--- src/rtl/pkp_pkg.sv ---
package pkp_pkg;

    typedef enum logic [2:0] {
        PH_IDLE,
        PH_RUN,
        PH_FLUSH,
        PH_SETTLE,
        PH_DONE
    } phase_e;

    function automatic int unsigned larger_of(input int unsigned a, input int unsigned b);
        return (a > b) ? a : b;
    endfunction

endpackage

--- src/rtl/pkp_window.sv ---
// Sliding neighbourhood of 2*HALF+1 bins; the centre is tested against both sides.
module pkp_window #(
    parameter int unsigned HALF = 20,
    parameter int unsigned CW   = 11,
    parameter int unsigned VW   = 12
) (
    input  logic          clk,
    input  logic          rst_n,
    input  logic          clear,
    input  logic          shift,
    input  logic          in_live,
    input  logic [VW-1:0] in_cnt,
    input  logic [CW-1:0] in_crd,
    output logic          cand_valid,
    output logic [VW-1:0] cand_cnt,
    output logic [CW-1:0] cand_crd
);
    localparam int unsigned WIN = 2 * HALF + 1;

    typedef struct packed {
        logic          live;
        logic [VW-1:0] cnt;
        logic [CW-1:0] crd;
    } bin_t;

    typedef struct packed {
        bin_t [WIN-1:0] win;   // index 0 = newest bin
        logic           fresh; // window moved on the last edge
    } state_t;

    state_t s_q, s_d;

    always_comb begin
        s_d       = s_q;
        s_d.fresh = 1'b0;
        if (clear) begin
            s_d = '0;
        end else if (shift) begin
            s_d.fresh       = 1'b1;
            s_d.win[0].live = in_live;
            s_d.win[0].cnt  = in_live ? in_cnt : '0;
            s_d.win[0].crd  = in_live ? in_crd : '0;
            for (int i = 1; i < WIN; i++) begin
                s_d.win[i] = s_q.win[i-1];
            end
        end
    end

    // Centre must be >= every later bin and > every earlier bin.
    logic is_peak;
    bin_t ctr;
    always_comb begin
        ctr     = s_q.win[HALF];
        is_peak = s_q.fresh && ctr.live && (ctr.cnt != '0);
        for (int i = 0; i < HALF; i++) begin
            if (s_q.win[i].cnt > ctr.cnt) is_peak = 1'b0;
        end
        for (int i = HALF + 1; i < WIN; i++) begin
            if (s_q.win[i].cnt >= ctr.cnt) is_peak = 1'b0;
        end
    end

    assign cand_valid = is_peak;
    assign cand_cnt   = ctr.cnt;
    assign cand_crd   = ctr.crd;

    always_ff @(posedge clk or negedge rst_n) begin
        if (!rst_n) s_q <= '0;
        else        s_q <= s_d;
    end

endmodule

--- src/rtl/pkp_rank_chain.sv ---
// Systolic top-N: each slot keeps the best traveller it has seen and passes the loser on.
module pkp_rank_chain #(
    parameter int unsigned NC = 4,
    parameter int unsigned CW = 11,
    parameter int unsigned VW = 12
) (
    input  logic             clk,
    input  logic             rst_n,
    input  logic             clear,
    input  logic             t_valid,
    input  logic [VW-1:0]    t_cnt,
    input  logic [CW-1:0]    t_crd,
    output logic [NC-1:0]    slot_valid,
    output logic [NC*VW-1:0] slot_cnt,
    output logic [NC*CW-1:0] slot_crd
);
    typedef struct packed {
        logic          valid;
        logic [VW-1:0] cnt;
        logic [CW-1:0] crd;
    } entry_t;

    typedef struct packed {
        entry_t [NC-1:0] held;
        entry_t [NC-2:0] pass;
    } state_t;

    state_t s_q, s_d;

    function automatic logic takes(input entry_t t, input entry_t h);
        return t.valid && (!h.valid || (t.cnt > h.cnt));
    endfunction

    entry_t trav [NC];

    always_comb begin
        trav[0].valid = t_valid;
        trav[0].cnt   = t_valid ? t_cnt : '0;
        trav[0].crd   = t_valid ? t_crd : '0;
        for (int i = 1; i < NC; i++) begin
            trav[i] = s_q.pass[i-1];
        end
    end

    always_comb begin
        s_d = s_q;
        if (clear) begin
            s_d = '0;
        end else begin
            for (int i = 0; i < NC; i++) begin
                if (takes(trav[i], s_q.held[i])) s_d.held[i] = trav[i];
            end
            for (int i = 0; i < NC - 1; i++) begin
                s_d.pass[i] = takes(trav[i], s_q.held[i]) ? s_q.held[i] : trav[i];
            end
        end
    end

    for (genvar g = 0; g < NC; g++) begin : g_slot
        assign slot_valid[g]            = s_q.held[g].valid;
        assign slot_cnt[g*VW +: VW]     = s_q.held[g].cnt;
        assign slot_crd[g*CW +: CW]     = s_q.held[g].crd;
    end

    always_ff @(posedge clk or negedge rst_n) begin
        if (!rst_n) s_q <= '0;
        else        s_q <= s_d;
    end

endmodule

--- src/rtl/pkp_top.sv ---
module pkp_top #(
    parameter int unsigned F  = 40,
    parameter int unsigned NC = 4,
    parameter int unsigned CW = 11,
    parameter int unsigned VW = 12
) (
    input  logic             clk,
    input  logic             rst_n,
    input  logic             start,
    input  logic             in_valid,
    input  logic             in_last,
    input  logic [CW-1:0]    in_coord,
    input  logic [VW-1:0]    in_count,
    output logic             done,
    output logic [NC-1:0]    out_valid,
    output logic [NC*CW-1:0] out_coord,
    output logic [NC*VW-1:0] out_count
);
    import pkp_pkg::*;

    localparam int unsigned HALF = F / 2;
    localparam int unsigned CMAX = larger_of(HALF, NC);
    localparam int unsigned CTW  = $clog2(CMAX + 1);

    typedef struct packed {
        phase_e         ph;
        logic [CTW-1:0] cnt;
    } ctl_t;

    ctl_t c_q, c_d;
    logic shift, live;

    always_comb begin
        c_d   = c_q;
        shift = 1'b0;
        live  = 1'b0;
        if (start) begin
            c_d.ph  = PH_RUN;
            c_d.cnt = '0;
        end else begin
            case (c_q.ph)
                PH_RUN: begin
                    if (in_valid) begin
                        shift = 1'b1;
                        live  = 1'b1;
                        if (in_last) begin
                            c_d.ph  = PH_FLUSH;
                            c_d.cnt = '0;
                        end
                    end
                end
                PH_FLUSH: begin
                    shift = 1'b1;
                    if (c_q.cnt == CTW'(HALF - 1)) begin
                        c_d.ph  = PH_SETTLE;
                        c_d.cnt = '0;
                    end else begin
                        c_d.cnt = c_q.cnt + 1'b1;
                    end
                end
                PH_SETTLE: begin
                    if (c_q.cnt == CTW'(NC - 1)) begin
                        c_d.ph  = PH_DONE;
                        c_d.cnt = '0;
                    end else begin
                        c_d.cnt = c_q.cnt + 1'b1;
                    end
                end
                default: ;
            endcase
        end
    end

    always_ff @(posedge clk or negedge rst_n) begin
        if (!rst_n) c_q <= '{ph: PH_IDLE, cnt: '0};
        else        c_q <= c_d;
    end

    logic          cand_valid;
    logic [VW-1:0] cand_cnt;
    logic [CW-1:0] cand_crd;

    pkp_window #(.HALF(HALF), .CW(CW), .VW(VW)) u_win (
        .clk        (clk),
        .rst_n      (rst_n),
        .clear      (start),
        .shift      (shift),
        .in_live    (live),
        .in_cnt     (in_count),
        .in_crd     (in_coord),
        .cand_valid (cand_valid),
        .cand_cnt   (cand_cnt),
        .cand_crd   (cand_crd)
    );

    pkp_rank_chain #(.NC(NC), .CW(CW), .VW(VW)) u_rank (
        .clk        (clk),
        .rst_n      (rst_n),
        .clear      (start),
        .t_valid    (cand_valid),
        .t_cnt      (cand_cnt),
        .t_crd      (cand_crd),
        .slot_valid (out_valid),
        .slot_cnt   (out_count),
        .slot_crd   (out_coord)
    );

    assign done = (c_q.ph == PH_DONE);

endmodule

--- config.mk ---
export PLATFORM = sky130hd
export DESIGN_NAME = pkp_top
export DESIGN_NICKNAME = d
export VERILOG_FILES = /design/src/rtl/pkp_pkg.sv /design/src/rtl/pkp_window.sv /design/src/rtl/pkp_rank_chain.sv /design/src/rtl/pkp_top.sv
export SDC_FILE = /design/constraint.sdc
export NUM_CORES = 2
export LEC_CHECK = 0
export ABC_CLOCK_PERIOD_IN_PS = 8100
export BUFFER_PORTS_ARGS = -buffer_cell sky130_fd_sc_hd__buf_4
export CAP_MARGIN = 20
export CORE_UTILIZATION = 63
export DETAILED_ROUTE_END_ITERATION = 6
export PLACE_DENSITY = 0.79
export SLEW_MARGIN = 10
export SYNTH_ARGS = -nofsm -noshare
export SYNTH_HDL_FRONTEND = slang
export SYNTH_SLANG_ARGS = --single-unit
export TNS_END_PERCENT = 20
--- constraint.sdc ---
create_clock -name clk -period 8.1 [get_ports clk]
set_input_delay 0.405 -clock clk [delete_from_list [all_inputs] [get_ports clk]]
set_output_delay 0.405 -clock clk [all_outputs]
set_load 0.02 [all_outputs]
==> qor.csv <==
stage;metric;value;unit
run_status;outcome;complete, no violations;
yosys;most numerous cell in the Yosys netlist;dfrtp_1;
yosys;sequential cell area fraction in the yosys report;51.42;%
clock_network;Post-CTS Resized;0;
route;Starting DRT DRC Count;2937;
sta;Final WS setup;1.618;ns
sta;max_slew headroom;17.80;%
critical_path;startpoint types;flip-flop;
yosys;Post-Syn Nets;4245;
yosys;Mapped Avg Cell Area;12.15;µm²
die;DIE HEIGHT;268.7;µm
sta;Slew Viols, Final;0;
critical_path;CP Depth;20;
placement;Placer Congestion;0.8722;
finish;share of cells above drive strength 1;9.064;%
route;wire length on met1;46970;µm
clock_network;Inserted Clock Buffers;93;
hold_path;worst min-delay path category;primary input to flip-flop;
clock_network;Post-CTS Setup Bufs;0;
critical_path;Worst EP arrival;6.98;ns
finish;Antenna diodes;0;
critical_path;critical path's slowest cell;clkinv_1;
critical_path;Critical Path End Type;flip-flop;
critical_path;RR Startpoint;u_win.cand_cnt[2]$_DFFE_PN0P_;
die;io pins;125;
die;row count;97;
yosys;post-synth cell types;77;
clock_network;H-tree depth;3;
power;PD cells;204.2;nW/µm²
critical_path;critical path type;flip-flop to flip-flop;
yosys;Yosys reg bits;921;
power;total power;10.06;mW
yosys;top-area cell type share of the netlist area;51.42;%
placement;IO buf count;124;
route;Remaining DRCs;0;
critical_path;crit path to;u_rank.slot_cnt[9]$_DFFE_PN0P_;
sta;Final Skew;0.02080;ns
sta;RSZ-0062 raised after global routing;no;
die;Die Wd;268.7;µm
placement;pre-CTS WS;1.789;ns
critical_path;CP max stage delay;0.78;ns
die;DIE AREA;72210;µm²
critical_path;Most common cell on crit path;o21a_1;
sta;Tmin final;6.482;ns
sta;Setup TNS;0;ns
global_routing;total grt overflow;0;
yosys;dominant cell type by area after synthesis;dfrtp_1;
clock_network;clock-pin slew on the worst setup and hold paths;0.06;ns
yosys;ys async rst share;100.0;%
route;drt pass-1 iters;5;
yosys;main area contributors after synthesis;dfrtp_1, a22o_1, ha_1;
route;DR vias/cell;6.594;
global_routing;initial antenna violation count;0;
global_routing;first-pass GRT wire length;165500;µm
yosys;Post-synth EDFFs;0;
route;DR vias;30860;
route;met3 wire length;4833;µm
job;max_cap viols;0;
clock_network;Root Buffer;clkbuf_16;
critical_path;r2r setup slk;1.62;ns
global_routing;total track usage;28.49;%
critical_path;crit path cell chain;clkinv_1, buf_4, ha_1, o211ai_1, a21oi_1, or4b_2, a311oi_1, and4b_1, and4_2, and2_1, ha_1, nor2b_1, o21a_1, o21a_1, o21ai_0, nand4b_1, o21a_1, buf_4, nand3_1, a21oi_1;
clock_network;clock sink count;921;
yosys;adder-cell share of the synthesized area;14.77;%
yosys;simple-gate share of the synthesized area;5.346;%
sta;Fmax;154.3;MHz
sta;crit share post-route;80.03;%
yosys;top post-synthesis cells by count;dfrtp_1, a22o_1, ha_1;
critical_path;CP bufs+invs;3;
critical_path;FF-to-FF End;u_rank.slot_cnt[9]$_DFFE_PN0P_;
finish;Syn-to-layout area delta;9.927;%
route;highest routed layer;met4;
yosys;Most used DFF post-synth;dfrtp_1;
yosys;largest family of logic cells by synthesized area;compound AO/OA/AOI/OAI gates;
finish;Final Core Density;70.11;%
clock_network;CTS tree;yes;
clock_network;maximum clock insertion buffer count;3;
critical_path;reg2reg path depth;20;
route;Final ANT Viol Nets;0;
yosys;Post-Syn Area;44820;µm²
route;routed length per placed instance;21.77;µm
sta;final hold viol count;0;
yosys;Post-Syn Instances;3688;
sta;Setup-failing EPs final;0;
die;Initial Util;63.78;%
clock_network;clk_lat worst skew;0.66;ns
finish;Final Net Count;4230;
finish;fill count;4833;
power;Peak VDD IR;0.1940;mV
yosys;post-synthesis xor/xnor area fraction;0.01954;%
route;routed wl met2;47780;µm
sta;actual slew at the worst max-slew pin;1.233;ns
placement;HPWL Detailed;64710;µm
yosys;mux contribution to synthesized area;0.5137;%
critical_path;CP top delay family;simple AND/OR/NAND/NOR gates;
power;Pleak;24.40;nW
clock_network;CTS hold repair buffers;23;
critical_path;Critical Path RT;8.60;ns
yosys;warnings from Yosys;0;
global_routing;number of global-route vias before repair;30530;
critical_path;crit-path max FO;46;
yosys;compound-gate portion of the synthesized area;23.43;%
global_routing;largest net degree at the start of global routing;235;
die;core box area;70270;µm²
critical_path;Crit. Startpoint;u_win.cand_cnt[2]$_DFFE_PN0P_;
route;routed wire length;101900;µm
==> routing by layer <==
metal / track usage [%] / vias to the layer above
li1: - / 14130
met4: 8.093 / 0
met1: 41.44 / 15850
met2: 45.09 / 730
met3: 3.763 / 150
met5: 0 / -
==> metrics by stage <==
step | hold slack (ns) | std cells | instance area (µm²)
floorplan | 0.1094 | 3688 | 44820
global placement | 0.4605 | 4493 | 45840
detailed placement | 0.4775 | 4493 | 45850
CTS | 0.03081 | 4678 | 49210
global route | 0.04806 | 4680 | 49270
finish | 0.05673 | 4680 | 49270
==> area by class of cell <==
cell class | instances | area, µm² | area share [%]
Inverter | 111 | 416.7 | 0.8457
Clock buffer | 135 | 2716 | 5.513
Tap cell | 940 | 1176 | 2.387
Clock inverter | 27 | 415.4 | 0.8431
Sequential cell | 921 | 23050 | 46.78
Timing Repair Buffer | 196 | 1689 | 3.428
Multi-Input combinational cell | 2350 | 19810 | 40.20
==> worst register-to-register path: stages, from the launching register on <==
cell	delay, ns
dfrtp_1	0.51
clkinv_1	0.78
buf_4	0.54
ha_1	0.37
o211ai_1	0.10
a21oi_1	0.10
or4b_2	0.65
a311oi_1	0.62
and4b_1	0.31
and4_2	0.41
and2_1	0.19
ha_1	0.23
nor2b_1	0.13
o21a_1	0.16
o21a_1	0.17
o21ai_0	0.15
nand4b_1	0.15
o21a_1	0.22
buf_4	0.28
nand3_1	0.18
a21oi_1	0.10
==> cell usage in the layout (no fill, tap or decap), drive strengths merged, types with 35 or more instances in the layout <==
cell type / instances
dfrtp: 921
a22o: 839
ha: 529
buf: 173
a21oi: 172
clkbuf: 135
o21ai: 113
inv: 109
nand2: 107
nand4: 72
nor2: 70
nand3: 48
a21o: 42
nor2b: 37
o211ai: 35
==> state kept, by name, indices dropped and copies added (netlist names) <==
signal / flops
u_win.s_q: 721
u_rank.slot_cnt: 48
u_win.cand_cnt: 12
c_q: 8
u_rank.slot_crd: 44
u_rank.s_q: 72
u_rank.slot_valid: 4
u_win.ctr: 1
u_win.cand_crd: 11
==> power breakdown <==
group	internal, mW	switching, mW
sequential	4.64	0.0446
combinational	0.172	0.819
clock	2.58	1.80
==> kinds of logic (layout without fill, tap and decap cells) <==
family | after synthesis | count (layout)
AOI/OAI and AO/OA | 1341 | 1341
DFF | 921 | 921
adders and majority gates | 529 | 529
and+or+nand+nor | 456 | 456
buffers and inverters | 417 | 469
muxes | 23 | 23
xor gates and xnor gates | 1 | 1
==> worst min path at each step <==
stage / from / to / slack (ns) / cells past startpoint
after detailed placement: rst_n / u_win.s_q[932]$_DFFE_PN0P_ / 0.48 / 1
final: in_coord[10] / u_win.s_q[11]$_DFFE_PN0P_ / 0.06 / 2
after global placement: u_rank.s_q[71]$_DFF_PN0_ / u_rank.slot_valid[3]$_DFFE_PN0P_ / 0.46 / 2
after floorplan: rst_n / c_q[0]$_DFFE_PN0P_ / 0.11 / 0
after CTS: in_coord[10] / u_win.s_q[11]$_DFFE_PN0P_ / 0.03 / 2
after global routing: in_coord[10] / u_win.s_q[11]$_DFFE_PN0P_ / 0.05 / 2
(Power assumes the default switching activity.)
